===== src/rtl/prio_irq_pkg.sv =====
package prio_irq_pkg;

   localparam int NUM_SRC      = 5;
   localparam int CTL_W        = 8;
   localparam int MASK_W       = 3;
   localparam int MW_SET_BIT   = 3;
   localparam int MW_CLR75_BIT = 4;
   localparam int ST_IE_BIT    = 3;
   localparam int ST_PEND_LSB  = 4;
   localparam int VEC_UNIT     = 4;   // bytes per half restart step

   // source index equals priority rank, 0 highest
   typedef enum logic [2:0] {
      SRC_TRAP = 3'd0,
      SRC_R75  = 3'd1,
      SRC_R65  = 3'd2,
      SRC_R55  = 3'd3,
      SRC_GEN  = 3'd4,
      SRC_NONE = 3'd7
   } src_e;

   // entry address = restart number * 8 = half steps * 4
   function automatic logic [15:0] src_vector(input int idx, input logic [15:0] gen_vec);
      case (idx)
         0:       return 16'(9  * VEC_UNIT);
         1:       return 16'(15 * VEC_UNIT);
         2:       return 16'(13 * VEC_UNIT);
         3:       return 16'(11 * VEC_UNIT);
         default: return gen_vec;
      endcase
   endfunction

endpackage


===== src/rtl/irq_edge_latch.sv =====
module irq_edge_latch #(
   parameter bit SET_WINS = 1'b1
) (
   input  logic clk_i,
   input  logic rst_ni,
   input  logic lvl_i,
   input  logic clr_i,
   output logic rise_o,
   output logic flag_o
);

   logic prev_q;

   always_ff @(posedge clk_i or negedge rst_ni) begin
      if (!rst_ni) prev_q <= 1'b0;
      else         prev_q <= lvl_i;
   end

   assign rise_o = lvl_i & ~prev_q;

   generate
      if (SET_WINS) begin : g_set_first
         always_ff @(posedge clk_i or negedge rst_ni) begin
            if (!rst_ni)     flag_o <= 1'b0;
            else if (rise_o) flag_o <= 1'b1;
            else if (clr_i)  flag_o <= 1'b0;
         end
      end else begin : g_clr_first
         always_ff @(posedge clk_i or negedge rst_ni) begin
            if (!rst_ni)     flag_o <= 1'b0;
            else if (clr_i)  flag_o <= 1'b0;
            else if (rise_o) flag_o <= 1'b1;
         end
      end
   endgenerate

   p_rise_captured_r4: assert property (@(posedge clk_i) disable iff (!rst_ni)
      (rise_o && (SET_WINS || !clr_i)) |=> flag_o);

   p_flag_holds_r4: assert property (@(posedge clk_i) disable iff (!rst_ni)
      (flag_o && !clr_i) |=> flag_o);

endmodule


===== src/rtl/irq_ctrl_regs.sv =====
module irq_ctrl_regs
   import prio_irq_pkg::*;
#(
   parameter int M_W = MASK_W,
   parameter int D_W = CTL_W
) (
   input  logic           clk_i,
   input  logic           rst_ni,
   input  logic           en_i,
   input  logic           dis_i,
   input  logic           ack_i,
   input  logic           mw_i,
   input  logic [D_W-1:0] mw_data_i,
   output logic           ie_o,
   output logic [M_W-1:0] mask_o
);

   if (MW_SET_BIT < M_W || MW_SET_BIT >= D_W) begin : g_bad_layout
      $error("irq_ctrl_regs: apply bit overlaps masks or exceeds data width");
   end

   logic apply_w;
   assign apply_w = mw_i & mw_data_i[MW_SET_BIT];

   always_ff @(posedge clk_i or negedge rst_ni) begin
      if (!rst_ni)            ie_o <= 1'b0;
      else if (ack_i | dis_i) ie_o <= 1'b0;
      else if (en_i)          ie_o <= 1'b1;
   end

   always_ff @(posedge clk_i or negedge rst_ni) begin
      if (!rst_ni)      mask_o <= '1;
      else if (apply_w) mask_o <= mw_data_i[M_W-1:0];
   end

   p_ack_clears_ie_r8: assert property (@(posedge clk_i) disable iff (!rst_ni)
      ack_i |=> !ie_o);

   p_mask_kept_r7: assert property (@(posedge clk_i) disable iff (!rst_ni)
      !(mw_i && mw_data_i[MW_SET_BIT]) |=> $stable(mask_o));

endmodule


===== src/rtl/irq_arbiter.sv =====
module irq_arbiter
   import prio_irq_pkg::*;
#(
   parameter int          NUM     = NUM_SRC,
   parameter int          VEC_W   = 16,
   parameter logic [15:0] GEN_VEC = 16'h0000
) (
   input  logic [NUM-1:0]   req_i,
   output logic             any_o,
   output src_e             win_o,
   output logic [VEC_W-1:0] vec_o
);

   if (NUM != NUM_SRC) begin : g_bad_num
      $error("irq_arbiter: source count must match the priority table");
   end
   if (VEC_W < 7 || VEC_W > 16) begin : g_bad_vec
      $error("irq_arbiter: vector width must hold the restart addresses");
   end

   assign any_o = |req_i;

   // scan lowest to highest so the highest-ranked request lands last
   always_comb begin
      win_o = SRC_NONE;
      vec_o = '0;
      for (int i = NUM - 1; i >= 0; i--) begin
         if (req_i[i]) begin
            win_o = src_e'(3'(i));
            vec_o = VEC_W'(src_vector(i, GEN_VEC));
         end
      end
   end

endmodule


===== src/rtl/prio_irq_ctrl.sv =====
module prio_irq_ctrl
   import prio_irq_pkg::*;
#(
   parameter int          VEC_W   = 16,
   parameter logic [15:0] GEN_VEC = 16'h0000
) (
   input  logic             clk_i,
   input  logic             rst_ni,
   input  logic             trap_i,
   input  logic             r75_i,
   input  logic             r65_i,
   input  logic             r55_i,
   input  logic             gen_i,
   input  logic             ie_set_i,
   input  logic             ie_clr_i,
   input  logic             mask_wr_i,
   input  logic [7:0]       ctl_data_i,
   input  logic             ack_i,
   output logic             irq_pend_o,
   output logic [VEC_W-1:0] vec_o,
   output logic             inta_no,
   output logic [7:0]       status_o
);

   logic              trap_rise, trap_armed, trap_clr;
   logic              r75_rise, r75_lat, r75_clr;
   logic              ie_q;
   logic [MASK_W-1:0] mask_q;
   logic [NUM_SRC-1:0] req_w;
   logic              take_w;
   src_e              win_w;

   assign take_w   = ack_i & irq_pend_o;
   assign trap_clr = take_w & (win_w == SRC_TRAP);
   assign r75_clr  = (take_w & (win_w == SRC_R75))
                   | (mask_wr_i & ctl_data_i[MW_CLR75_BIT]);

   irq_edge_latch #(.SET_WINS(1'b1)) u_trap_edge (
      .clk_i(clk_i), .rst_ni(rst_ni), .lvl_i(trap_i), .clr_i(trap_clr),
      .rise_o(trap_rise), .flag_o(trap_armed));

   irq_edge_latch #(.SET_WINS(1'b1)) u_r75_edge (
      .clk_i(clk_i), .rst_ni(rst_ni), .lvl_i(r75_i), .clr_i(r75_clr),
      .rise_o(r75_rise), .flag_o(r75_lat));

   irq_ctrl_regs u_regs (
      .clk_i(clk_i), .rst_ni(rst_ni), .en_i(ie_set_i), .dis_i(ie_clr_i),
      .ack_i(take_w), .mw_i(mask_wr_i), .mw_data_i(ctl_data_i),
      .ie_o(ie_q), .mask_o(mask_q));

   assign req_w[SRC_TRAP] = trap_i & trap_armed;
   assign req_w[SRC_R75]  = ie_q & ~mask_q[2] & r75_lat;
   assign req_w[SRC_R65]  = ie_q & ~mask_q[1] & r65_i;
   assign req_w[SRC_R55]  = ie_q & ~mask_q[0] & r55_i;
   assign req_w[SRC_GEN]  = ie_q & gen_i;

   irq_arbiter #(.NUM(NUM_SRC), .VEC_W(VEC_W), .GEN_VEC(GEN_VEC)) u_arb (
      .req_i(req_w), .any_o(irq_pend_o), .win_o(win_w), .vec_o(vec_o));

   always_ff @(posedge clk_i or negedge rst_ni) begin
      if (!rst_ni) inta_no <= 1'b1;
      else         inta_no <= ~(take_w & (win_w == SRC_GEN));
   end

   assign status_o = {1'b0, r75_lat, r65_i, r55_i, ie_q, mask_q};

   p_trap_wins_r2: assert property (@(posedge clk_i) disable iff (!rst_ni)
      (trap_i && trap_armed) |-> (irq_pend_o && vec_o == VEC_W'(16'h0024)));

   p_trap_rearm_r3: assert property (@(posedge clk_i) disable iff (!rst_ni)
      trap_rise |=> trap_armed);

   p_masked_75_r7: assert property (@(posedge clk_i) disable iff (!rst_ni)
      mask_q[2] |-> (win_w != SRC_R75));

   p_ie_gate_r8: assert property (@(posedge clk_i) disable iff (!rst_ni)
      !ie_q |-> (!irq_pend_o || win_w == SRC_TRAP));

   p_inta_low_r9: assert property (@(posedge clk_i) disable iff (!rst_ni)
      (take_w && win_w == SRC_GEN) |=> !inta_no);

   p_inta_single_r9: assert property (@(posedge clk_i) disable iff (!rst_ni)
      !inta_no |=> inta_no);

   p_idle_ack_r11: assert property (@(posedge clk_i) disable iff (!rst_ni)
      (ack_i && !irq_pend_o && !ie_set_i && !ie_clr_i && !mask_wr_i) |=> $stable(status_o[3:0]));

   p_r75_edge_r4: assert property (@(posedge clk_i) disable iff (!rst_ni)
      r75_rise |=> r75_lat);

endmodule


===== config.mk =====
export PLATFORM = sky130hd
export DESIGN_NAME = prio_irq_ctrl
export DESIGN_NICKNAME = d
export VERILOG_FILES = /design/src/rtl/prio_irq_pkg.sv /design/src/rtl/irq_edge_latch.sv /design/src/rtl/irq_ctrl_regs.sv /design/src/rtl/irq_arbiter.sv /design/src/rtl/prio_irq_ctrl.sv
export SDC_FILE = /design/constraint.sdc
export NUM_CORES = 1
export LEC_CHECK = 0
export ABC_AREA = 0
export BUFFER_PORTS_ARGS = -buffer_cell sky130_fd_sc_hd__buf_2
export CELL_PAD_IN_SITES_DETAIL_PLACEMENT = 0
export CELL_PAD_IN_SITES_GLOBAL_PLACEMENT = 1
export CORE_AREA = 5 5 57 54
export CTS_BUF_LIST = sky130_fd_sc_hd__clkbuf_8
export DETAILED_ROUTE_END_ITERATION = 10
export DIE_AREA = 0 0 62 59
export PLACE_DENSITY = 0.76
export SYNTH_ARGS = -nofsm -noshare
export SYNTH_HDL_FRONTEND = slang
export SYNTH_SLANG_ARGS = --single-unit

===== constraint.sdc =====
create_clock -name clk_i -period 1.3 [get_ports clk_i]
set_input_delay 0.195 -clock clk_i [delete_from_list [all_inputs] [get_ports clk_i]]
set_output_delay 0.195 -clock clk_i [all_outputs]
set_load 0.1 [all_outputs]

==> results of run 1 <==
path summary, 6_finish.rpt:
path                                     from                  to  slack [ns]  cells past startpoint
min                                     r75_i   u_r75_edge.prev_q        0.09                      1
max in group asynchronous              rst_ni    u_regs.mask_o[2]        0.72                      2
max reg2reg                  u_regs.mask_o[1]         u_regs.ie_o       -0.10                      5
max                          u_regs.mask_o[1]          irq_pend_o       -0.31                      4
min reg2reg                u_trap_edge.prev_q  u_trap_edge.flag_o        0.42                      1
min in group asynchronous              rst_ni  u_trap_edge.flag_o        0.34                      2
cell usage after synthesis:
cell      number  area, µm²
buf_4         18        135
dfrtp_1        5        125
dfstp_2        4        105
nand2_1        4       15.0
a21oi_1        3       15.0
inv_1          3       11.3
mux2_2         3       33.8
o21ai_0        3       15.0
nand4_1        2       12.5
nor2_1         2       7.51
a211oi_2       1       12.5
conb_1         1       3.75
nand3_1        1       5.00
nand3_2        1       10.0
nand3b_2       1       11.3
nor2b_1        1       6.26
nor2b_4        1       13.8
o21ai_4        1       16.3
or3_1          1       6.26
area by class of cell:
cell class / count / area [µm²]
fillers: 243 / 1390
repair buffers: 41 / 394
multi-input cells: 38 / 267
flip-flops and latches: 9 / 241
clock buffers: 3 / 41.3
well taps: 28 / 35.0
inverters: 3 / 11.3
clock inverters: 1 / 3.75
timing repair:
item | in CTS | in global routing
setup buffers | 2 | 1
gates resized for setup | 13 | 1
setup endpoints to repair | 10 | 10
pin swaps | 2 | 2
endpoints found under the hold margin | 5 | 0
hold buffers | 1 | 0
registers in the layout, indices dropped and copies added, names as in the netlist:
name	cells
inta_no	1
u_trap_edge.prev_q	1
u_regs.mask_o	3
u_r75_edge.flag_o	1
u_regs.ie_o	1
u_trap_edge.flag_o	1
u_r75_edge.prev_q	1
power by group through the flow:
| stage | clock (mW) | combinational [mW] | sequential [mW] |
|---|---|---|---|
| after floorplan | 0 | 0.515 | 0.475 |
| after global placement | 0 | 0.822 | 0.354 |
| after detailed placement | 0 | 0.827 | 0.355 |
| after CTS | 0.315 | 0.878 | 0.355 |
| after global routing | 0.343 | 0.916 | 0.357 |
| final | 0.308 | 0.885 | 0.355 |
kinds of logic (layout without fill, tap and decap cells):
logic type | count (synthesis) | count (layout) | share of synthesized area
compound gates | 8 | 8 | 0.105
buf+inv | 21 | 48 | 0.261
flops | 9 | 9 | 0.411
mux | 3 | 3 | 0.0603
other cells | 1 | 13 | 0.00669
simple gates | 14 | 14 | 0.156
worst register-to-register path: cells and delay by family (launching register included):
family | cells | cell delay (ns)
DFF | 1 | 0.62
AOI/OAI and AO/OA | 2 | 0.35
and+or+nand+nor | 2 | 0.19
buffers and inverters | 1 | 0.16
routing by layer:
layer,track usage,vias up,part of all wire
met5,0,-,0
met4,0.00909,0,0
met3,0.0327,0,0.12
met2,0.121,23,0.52
met1,0.0847,215,0.36
li1,-,232,-
==> reports/qor.yml, run 1 <==
fmax_mhz: 619
port_buffers: 28
placementRows: 17
switching_share: 0.482
routedWlPerCell_um: 10.5
hold_path_class: "in2reg"
yosysWarnings: 0
instances_no_fill: 123
startpoint_type: "register"
drt_iter0_drc: 5
p_sw_mw: 0.746
numPlacedInstances: 116
dp_slack_ns: -0.158
synth_area_um2: 561
setup_violations: 9
clk_latency_ns: 0.23
antenna_found_initial: 0
critPathCaptureType: "output port"
boundaryPins: 45
finalClockSkew_ns: 0.00238
crit_type: "reg2out"
antenna_left: 0
postSynthCellCount: 56
grt_pass1_vias: 486
power_density_nw_per_um2: 1560
violations: "setup timing"
holdWs_ns: 0.0879
vias: 470
cp_slowest_stage_delay_ns: 0.62
seq_area_frac_synth: 0.411
slowest_stage: "dfstp_4"
die_w_um: 62
cts_buffer_depth: 2
power_frac_seq: 0.229
avgSynthCellArea_um2: 10.0
final-max-slew-violation-count: 0
ir_worst_vdd_uv: 908
ys_ff_latch: 9
placed_cell_area_um2: 867
final_cell_mix: "17 x buf_2, 13 x conb_1, 8 x buf_12, 8 x buf_4, 7 x buf_6"
cts_made_buffers: 3
hpwl_mm: 1.15
htreeDepth: 1
root_buffer: "clkbuf_8"
synth_cell_types: 19
critPathMaxFanout: 3
p_total_mw: 1.55
drt-total-wl_mm: 1.30
grtUsageTotal: 0.0718
rsz0062_at_grt: "true"
place_congestion: 0.757
final_area_um2: 993
min_period_ns: 1.61
fin_nets: 115
viasPerCell: 3.82
clk_pin_slew_ns: 0.04
dieArea_um2: 3660
n_antenna_cell: 0
pwr-share-comb: 0.572
clkSinkCount: 9
drv_cap: 0
cp_cell_sequence: "nor2b_4 > o21ai_4 > nand4_1 > buf_6"
timing.final.ws_setup_ns: -0.314
intPower_mw: 0.802
core_area_um2: 2380
p_leak_nw: 0.500
drive_gt1_frac: 0.632
areaGrowthSynthToFinish_pct: 77.2
grt_start_max_net_pins: 10
finalHoldViolations: 0
grt_overflow: 0
finish.utilization: 0.417
initial_core_util: 0.235
die_h_um: 59
path_buf_inv: 1
grt_pass1_wl_mm: 2.00
fin_setup_tns_ns: -1.88
worstPathArrival_ns: 1.42
first_pass_iters: 3
outcome: "complete, but fails checks"
drc: 0
cts_tree: "done"
required_ns: 1.11
finalCritPeriodShare: 1.24
p_clk_frac: 0.199
final_common_cell: "buf_2"
cpLargestDelayFamily: "flip-flops"
No activity file was read; power rests on OpenSTA's default activity.
==> run 2, diff against run 1 <==
--- a/config.mk
+++ b/config.mk
@@ -14,5 +14,7 @@
 export DETAILED_ROUTE_END_ITERATION = 10
 export DIE_AREA = 0 0 62 59
+export GPL_ROUTABILITY_DRIVEN = 0
 export PLACE_DENSITY = 0.76
+export REMOVE_ABC_BUFFERS = 1
 export SYNTH_ARGS = -nofsm -noshare
 export SYNTH_HDL_FRONTEND = slang
==> constraint.sdc (replaced) <==
create_clock -name clk_i -period 1.3 [get_ports clk_i]
set_input_delay 0.26 -clock clk_i [delete_from_list [all_inputs] [get_ports clk_i]]
set_output_delay 0.26 -clock clk_i [all_outputs]
set_load 0.1 [all_outputs]
==> run 2 against run 1 <==
The flow still finishes with violations (setup timing). Utilization is 2.0 points higher. Final cell count is 1.6% higher. Die area stayed put. First-iteration DRC count is 100% lower. Count of clock-buffer cells in the layout stayed put. Final area is 4.9% higher. Sequential share of layout area is 2.2 points lower. Global-route usage is 0.96 points higher. Hold slack better by 0.066 ns.
==> reports/qor.yml, run 2 (synthesized netlist as in run 1, its figures left out) <==
outcome: "complete, but fails checks"  # unchanged
violations: "setup timing"  # unchanged
dieArea_um2: 3660  # unchanged
final-max-slew-violation-count: 0  # unchanged
reg2regPathDepth: 5  # unchanged
first_pass_iters: 1  # was 3
die_h_um: 59  # unchanged
largest_register_ffs: 3  # unchanged
htreeDepth: 1  # unchanged
finalHoldViolations: 0  # unchanged
antenna_left: 0  # unchanged
reg2reg_slack_ns: -0.14  # was -0.10 ns
fin_nets: 117  # was 115
clkSinkCount: 9  # unchanged
hpwl_mm: 1.16  # was 1.15 mm
final_cell_mix: "15 x buf_2, 13 x conb_1, 13 x buf_12, 10 x buf_4, 5 x dfrtp_1"  # was 17 x buf_2, 13 x conb_1, 8 x buf_12, 8 x buf_4, 7 x buf_6
final_area_um2: 1040  # was 993 µm²
final_common_cell: "buf_2"  # unchanged
drive_gt1_frac: 0.629  # was 0.632
p_leak_nw: 0.516  # was 0.500 nW
grt_start_max_net_pins: 10  # unchanged
grt_pass1_vias: 467  # was 486
top_register: "u_regs.mask_o"  # unchanged
die_w_um: 62  # unchanged
rsz0062_at_grt: "true"  # unchanged
port_buffers: 28  # unchanged
ir_worst_vdd_uv: 763  # was 908 µV
vias: 489  # was 470
root_buffer: "clkbuf_8"  # unchanged
placed_cell_area_um2: 916  # was 867 µm²
grt_overflow: 0  # unchanged
critPathMaxFanout: 3  # unchanged
startpoint_type: "register"  # unchanged
hold_path_class: "in2reg"  # unchanged
drv_cap: 0  # unchanged
critPathCaptureType: "output port"  # unchanged
grt_pass1_wl_mm: 2.07  # was 2.00 mm
clk_latency_ns: 0.23  # about the same
clk_pin_slew_ns: 0.04  # about the same
setup_violations: 9  # unchanged
drt_iter0_drc: 0  # was 5
viasPerCell: 3.91  # was 3.82
drt-total-wl_mm: 1.46  # was 1.30 mm
placementRows: 17  # unchanged
grtUsageTotal: 0.0814  # was 0.0718
required_ns: 1.04  # was 1.11 ns
fmax_mhz: 597  # was 619 MHz
core_area_um2: 2380  # unchanged
antenna_found_initial: 0  # unchanged
min_period_ns: 1.67  # was 1.61 ns
power_density_nw_per_um2: 1520  # was 1560 nW/µm²
n_antenna_cell: 0  # unchanged
cts_tree: "done"  # unchanged
finalCritPeriodShare: 1.29  # was 1.24
p_total_mw: 1.59  # was 1.55 mW
routedWlPerCell_um: 11.7  # was 10.5 µm
initial_core_util: 0.235  # unchanged
crit_type: "reg2out"  # unchanged
worstPathArrival_ns: 1.41  # was 1.42 ns
finalClockSkew_ns: 0.00434  # was 0.00238 ns
timing.final.ws_setup_ns: -0.375  # was -0.314 ns
drc: 0  # unchanged
boundaryPins: 45  # unchanged
cts_made_buffers: 3  # unchanged
cts_buffer_depth: 2  # unchanged
areaGrowthSynthToFinish_pct: 85.9  # was 77.2%
min_path_cells: 1  # unchanged
-- run 2: worst max-delay path: stages (launching register included) --
cell,delay (ns)
dfstp_2,0.54
nor2b_4,0.05
o21ai_4,0.16
nand4_1,0.20
buf_12,0.23
-- run 2: final timing paths --
| check | startpoint | end |
|---|---|---|
| worst min register to register | u_r75_edge.prev_q | u_r75_edge.flag_o |
| worst max register to register | u_regs.mask_o[1] | inta_no |
| max in group asynchronous | rst_ni | u_regs.mask_o[1] |
| worst max-delay path | u_regs.mask_o[1] | irq_pend_o |
| worst min-delay path | r75_i | u_r75_edge.prev_q |
| min in group asynchronous | rst_ni | u_regs.ie_o |
-- run 2: repair_timing --
item | CTS | global route
resized for setup | 10 | 2
setup buffers | 3 | 3
setup endpoints to repair | 11 | 11
hold buffers | 1 | 0
endpoints found under the hold margin | 5 | 0
pin swaps | 4 | 1
-- run 2: report_power, final --
| group | internal, mW | total (mW) | switching, mW |
|---|---|---|---|
| Sequential | 0.321 | 0.346 | 0.0246 |
| Combinational | 0.300 | 0.926 | 0.626 |
| Clock | 0.205 | 0.314 | 0.109 |
-- run 2: area by class of cell --
cell class / instances / area [µm²]
repair buffers: 43 / 465
flip-flops and latches: 9 / 230
well taps: 28 / 35.0
clock inverters: 1 / 3.75
multi-input cells: 38 / 255
clock buffers: 3 / 41.3
inverters: 3 / 11.3
fillers: 235 / 1340
-- run 2: per-layer routing --
layer	vias up	share of wire	track usage
li1	236	-	-
met1	221	0.30	0.0780
met2	30	0.55	0.138
met3	2	0.15	0.0545
met4	0	0.0062	0.0273
met5	-	0	0
-- run 2: per-stage QoR --
step | utilization | TNS [ns] | cells | worst slack (ns) | hold WS (ns)
2_1_floorplan | - | -10.27 | 50 | -1.84 | -0.0356
3_3_place_gp | 0.384 | -0.645 | 116 | -0.159 | 0.121
3_5_place_dp | 0.384 | -0.709 | 116 | -0.167 | 0.126
4_1_cts | 0.434 | -1.98 | 124 | -0.366 | 0.147
5_1_grt | 0.438 | -2.38 | 125 | -0.408 | 0.149
6_report | 0.438 | -1.98 | 125 | -0.375 | 0.154
==> run 3, diff against run 2 <==
- BUFFER_PORTS_ARGS: -buffer_cell sky130_fd_sc_hd__buf_2 -> -buffer_cell sky130_fd_sc_hd__buf_4
==> run 3 against run 2 <==
The run still ends with setup timing left. First-iteration DRC count grew 4. Global-route usage down 0.28 points. Sequential share of layout area rose by 2.0 points. Non-clock buffer count down 4. Maximum frequency is 1.1% higher. Routed wire length down 11%. Combinational power shrank 7.8%. Flip-flop and latch count unchanged. Largest cell class unchanged. Highest routed layer is now met3.
==> reports/qor.yml, run 3 (synthesized netlist as in run 1, its figures left out) <==
switching_share: 0.488  # was 0.479
antenna_left: 0  # unchanged
n_antenna_cell: 0  # unchanged
hold_end: "u_r75_edge.prev_q"  # unchanged
p_leak_nw: 0.474  # was 0.516 nW
viasPerCell: 3.90  # was 3.91
dp_slack_ns: -0.154  # was -0.167 ns
vias: 472  # was 489
rr_startpoint: "u_regs.mask_o[2]"  # was u_regs.mask_o[1]
cts_buffer_depth: 2  # unchanged
rsz0062_at_grt: "true"  # unchanged
top_register: "u_regs.mask_o"  # unchanged
initial_core_util: 0.235  # unchanged
grtUsageTotal: 0.0787  # was 0.0814
fin_nets: 113  # was 117
violations: "setup timing"  # unchanged
clk_pin_slew_ns: 0.04  # about the same
finalClockSkew_ns: 0.00101  # was 0.00434 ns
intPower_mw: 0.774  # was 0.826 mW
drt_iter0_drc: 4  # was 0
port_buffers: 28  # unchanged
p_total_mw: 1.51  # was 1.59 mW
finalHoldViolations: 0  # unchanged
critPathMaxFanout: 3  # unchanged
grt_pass1_wl_mm: 2.05  # was 2.07 mm
die_h_um: 59  # unchanged
required_ns: 1.04  # about the same
hold_path_startpoint: "r75_i"  # unchanged
finish.utilization: 0.401  # was 0.438
cts_tree: "done"  # unchanged
dieArea_um2: 3660  # unchanged
p_clk_frac: 0.209  # was 0.198
numPlacedInstances: 113  # was 116
hold_path_class: "in2reg"  # unchanged
setup_violations: 7  # was 9
drv_cap: 0  # unchanged
holdWs_ns: 0.143  # was 0.154 ns
final-max-slew-violation-count: 0  # unchanged
rr_endpoint: "inta_no"  # unchanged
drt-total-wl_mm: 1.30  # was 1.46 mm
die_w_um: 62  # unchanged
reg2regPathDepth: 4  # was 5
drive_gt1_frac: 0.602  # was 0.629
reg2reg_slack_ns: -0.07  # was -0.14 ns
clk_latency_ns: 0.23  # about the same
clkSinkCount: 9  # unchanged
final_area_um2: 956  # was 1040 µm²
startpoint_type: "register"  # unchanged
grt_start_max_net_pins: 10  # unchanged
boundaryPins: 45  # unchanged
fmax_mhz: 604  # was 597 MHz
largest_register_ffs: 3  # unchanged
p_sw_mw: 0.739  # was 0.759 mW
crit_type: "reg2out"  # unchanged
power_frac_seq: 0.227  # was 0.218
instances_no_fill: 121  # was 125
cts_made_buffers: 3  # unchanged
pwr-share-comb: 0.565  # was 0.584
first_pass_iters: 2  # was 1
ir_worst_vdd_uv: 943  # was 763 µV
root_buffer: "clkbuf_8"  # unchanged
areaGrowthSynthToFinish_pct: 70.5  # was 85.9%
worstPathArrival_ns: 1.40  # was 1.41 ns
power_density_nw_per_um2: 1580  # was 1520 nW/µm²
finalCritPeriodShare: 1.27  # was 1.29
htreeDepth: 1  # unchanged
placed_cell_area_um2: 768  # was 916 µm²
final_cell_mix: "25 x buf_4, 13 x conb_1, 8 x buf_6, 5 x buf_12, 5 x dfrtp_1"  # was 15 x buf_2, 13 x conb_1, 13 x buf_12, 10 x buf_4, 5 x dfrtp_1
placementRows: 17  # unchanged
core_area_um2: 2380  # unchanged
hpwl_mm: 1.04  # was 1.16 mm
fin_setup_tns_ns: -1.84  # was -1.98 ns
grt_overflow: 0  # unchanged
final_common_cell: "buf_4"  # was buf_2
min_period_ns: 1.66  # was 1.67 ns
drc: 0  # unchanged
critPathCaptureType: "output port"  # unchanged
routedWlPerCell_um: 10.7  # was 11.7 µm
min_path_cells: 1  # unchanged
timing.final.ws_setup_ns: -0.356  # was -0.375 ns
antenna_found_initial: 0  # unchanged
outcome: "complete, but fails checks"  # unchanged
grt_pass1_vias: 489  # was 467
[run 3: cell count changes in the layout (fill, tap and decap cells not counted)]
cell / delta
a21oi_1: +1
a21oi_2: -2
a21oi_4: +1
buf_12: -8
buf_2: -15
buf_4: +15
buf_6: +4
nand3_2: +1
nand3_4: -1
nor2b_2: +1
nor2b_4: -1
[run 3: layout make-up]
cell class	instances	area, µm²
Clock inverter	1	3.75
Sequential cell	9	230
Inverter	3	11.3
Tap cell	28	35.0
Timing Repair Buffer	39	388
Multi-Input combinational cell	38	246
Clock buffer	3	41.3
Fill cell	239	1430
[run 3: how the worst max path moves through the flow]
stage                           startpoint    endpoint  slack [ns]
final                     u_regs.mask_o[2]  irq_pend_o       -0.36
after global routing      u_regs.mask_o[2]  irq_pend_o       -0.41
after CTS                 u_regs.mask_o[2]  irq_pend_o       -0.37
after detailed placement  u_regs.mask_o[1]    vec_o[3]       -0.15
after global placement    u_regs.mask_o[2]  irq_pend_o       -0.14
after floorplan                u_regs.ie_o    vec_o[3]       -1.84
[run 3: critical path, stage by stage (launching register included)]
cell and delay (ns):
dfstp_2 0.55, nor2b_4 0.05, o21ai_4 0.16, nand4_1 0.17, buf_6 0.23
[run 3: repair_timing]
action	4_1_cts	5_1_grt
hold buffers	1	0
gates resized for setup	21	6
cloned	0	0
hold endpoints to repair	5	0
pin swaps	2	0
setup buffers	2	1
endpoints found under the setup margin	9	12
[run 3: power groups by stage]
stage | combinational (mW) | sequential, mW | clock, mW
after floorplan | 0.383 | 0.511 | 0
after global placement | 0.739 | 0.341 | 0
after detailed placement | 0.742 | 0.342 | 0
after CTS | 0.838 | 0.341 | 0.330
after global routing | 0.886 | 0.348 | 0.340
final | 0.854 | 0.343 | 0.315
[run 3: routing by layer]
layer	track usage	vias up	share of wire
met2	0.126	32	0.49
met4	0.0182	0	0
met5	0	-	0
li1	-	227	-
met1	0.0868	213	0.37
met3	0.0501	0	0.15
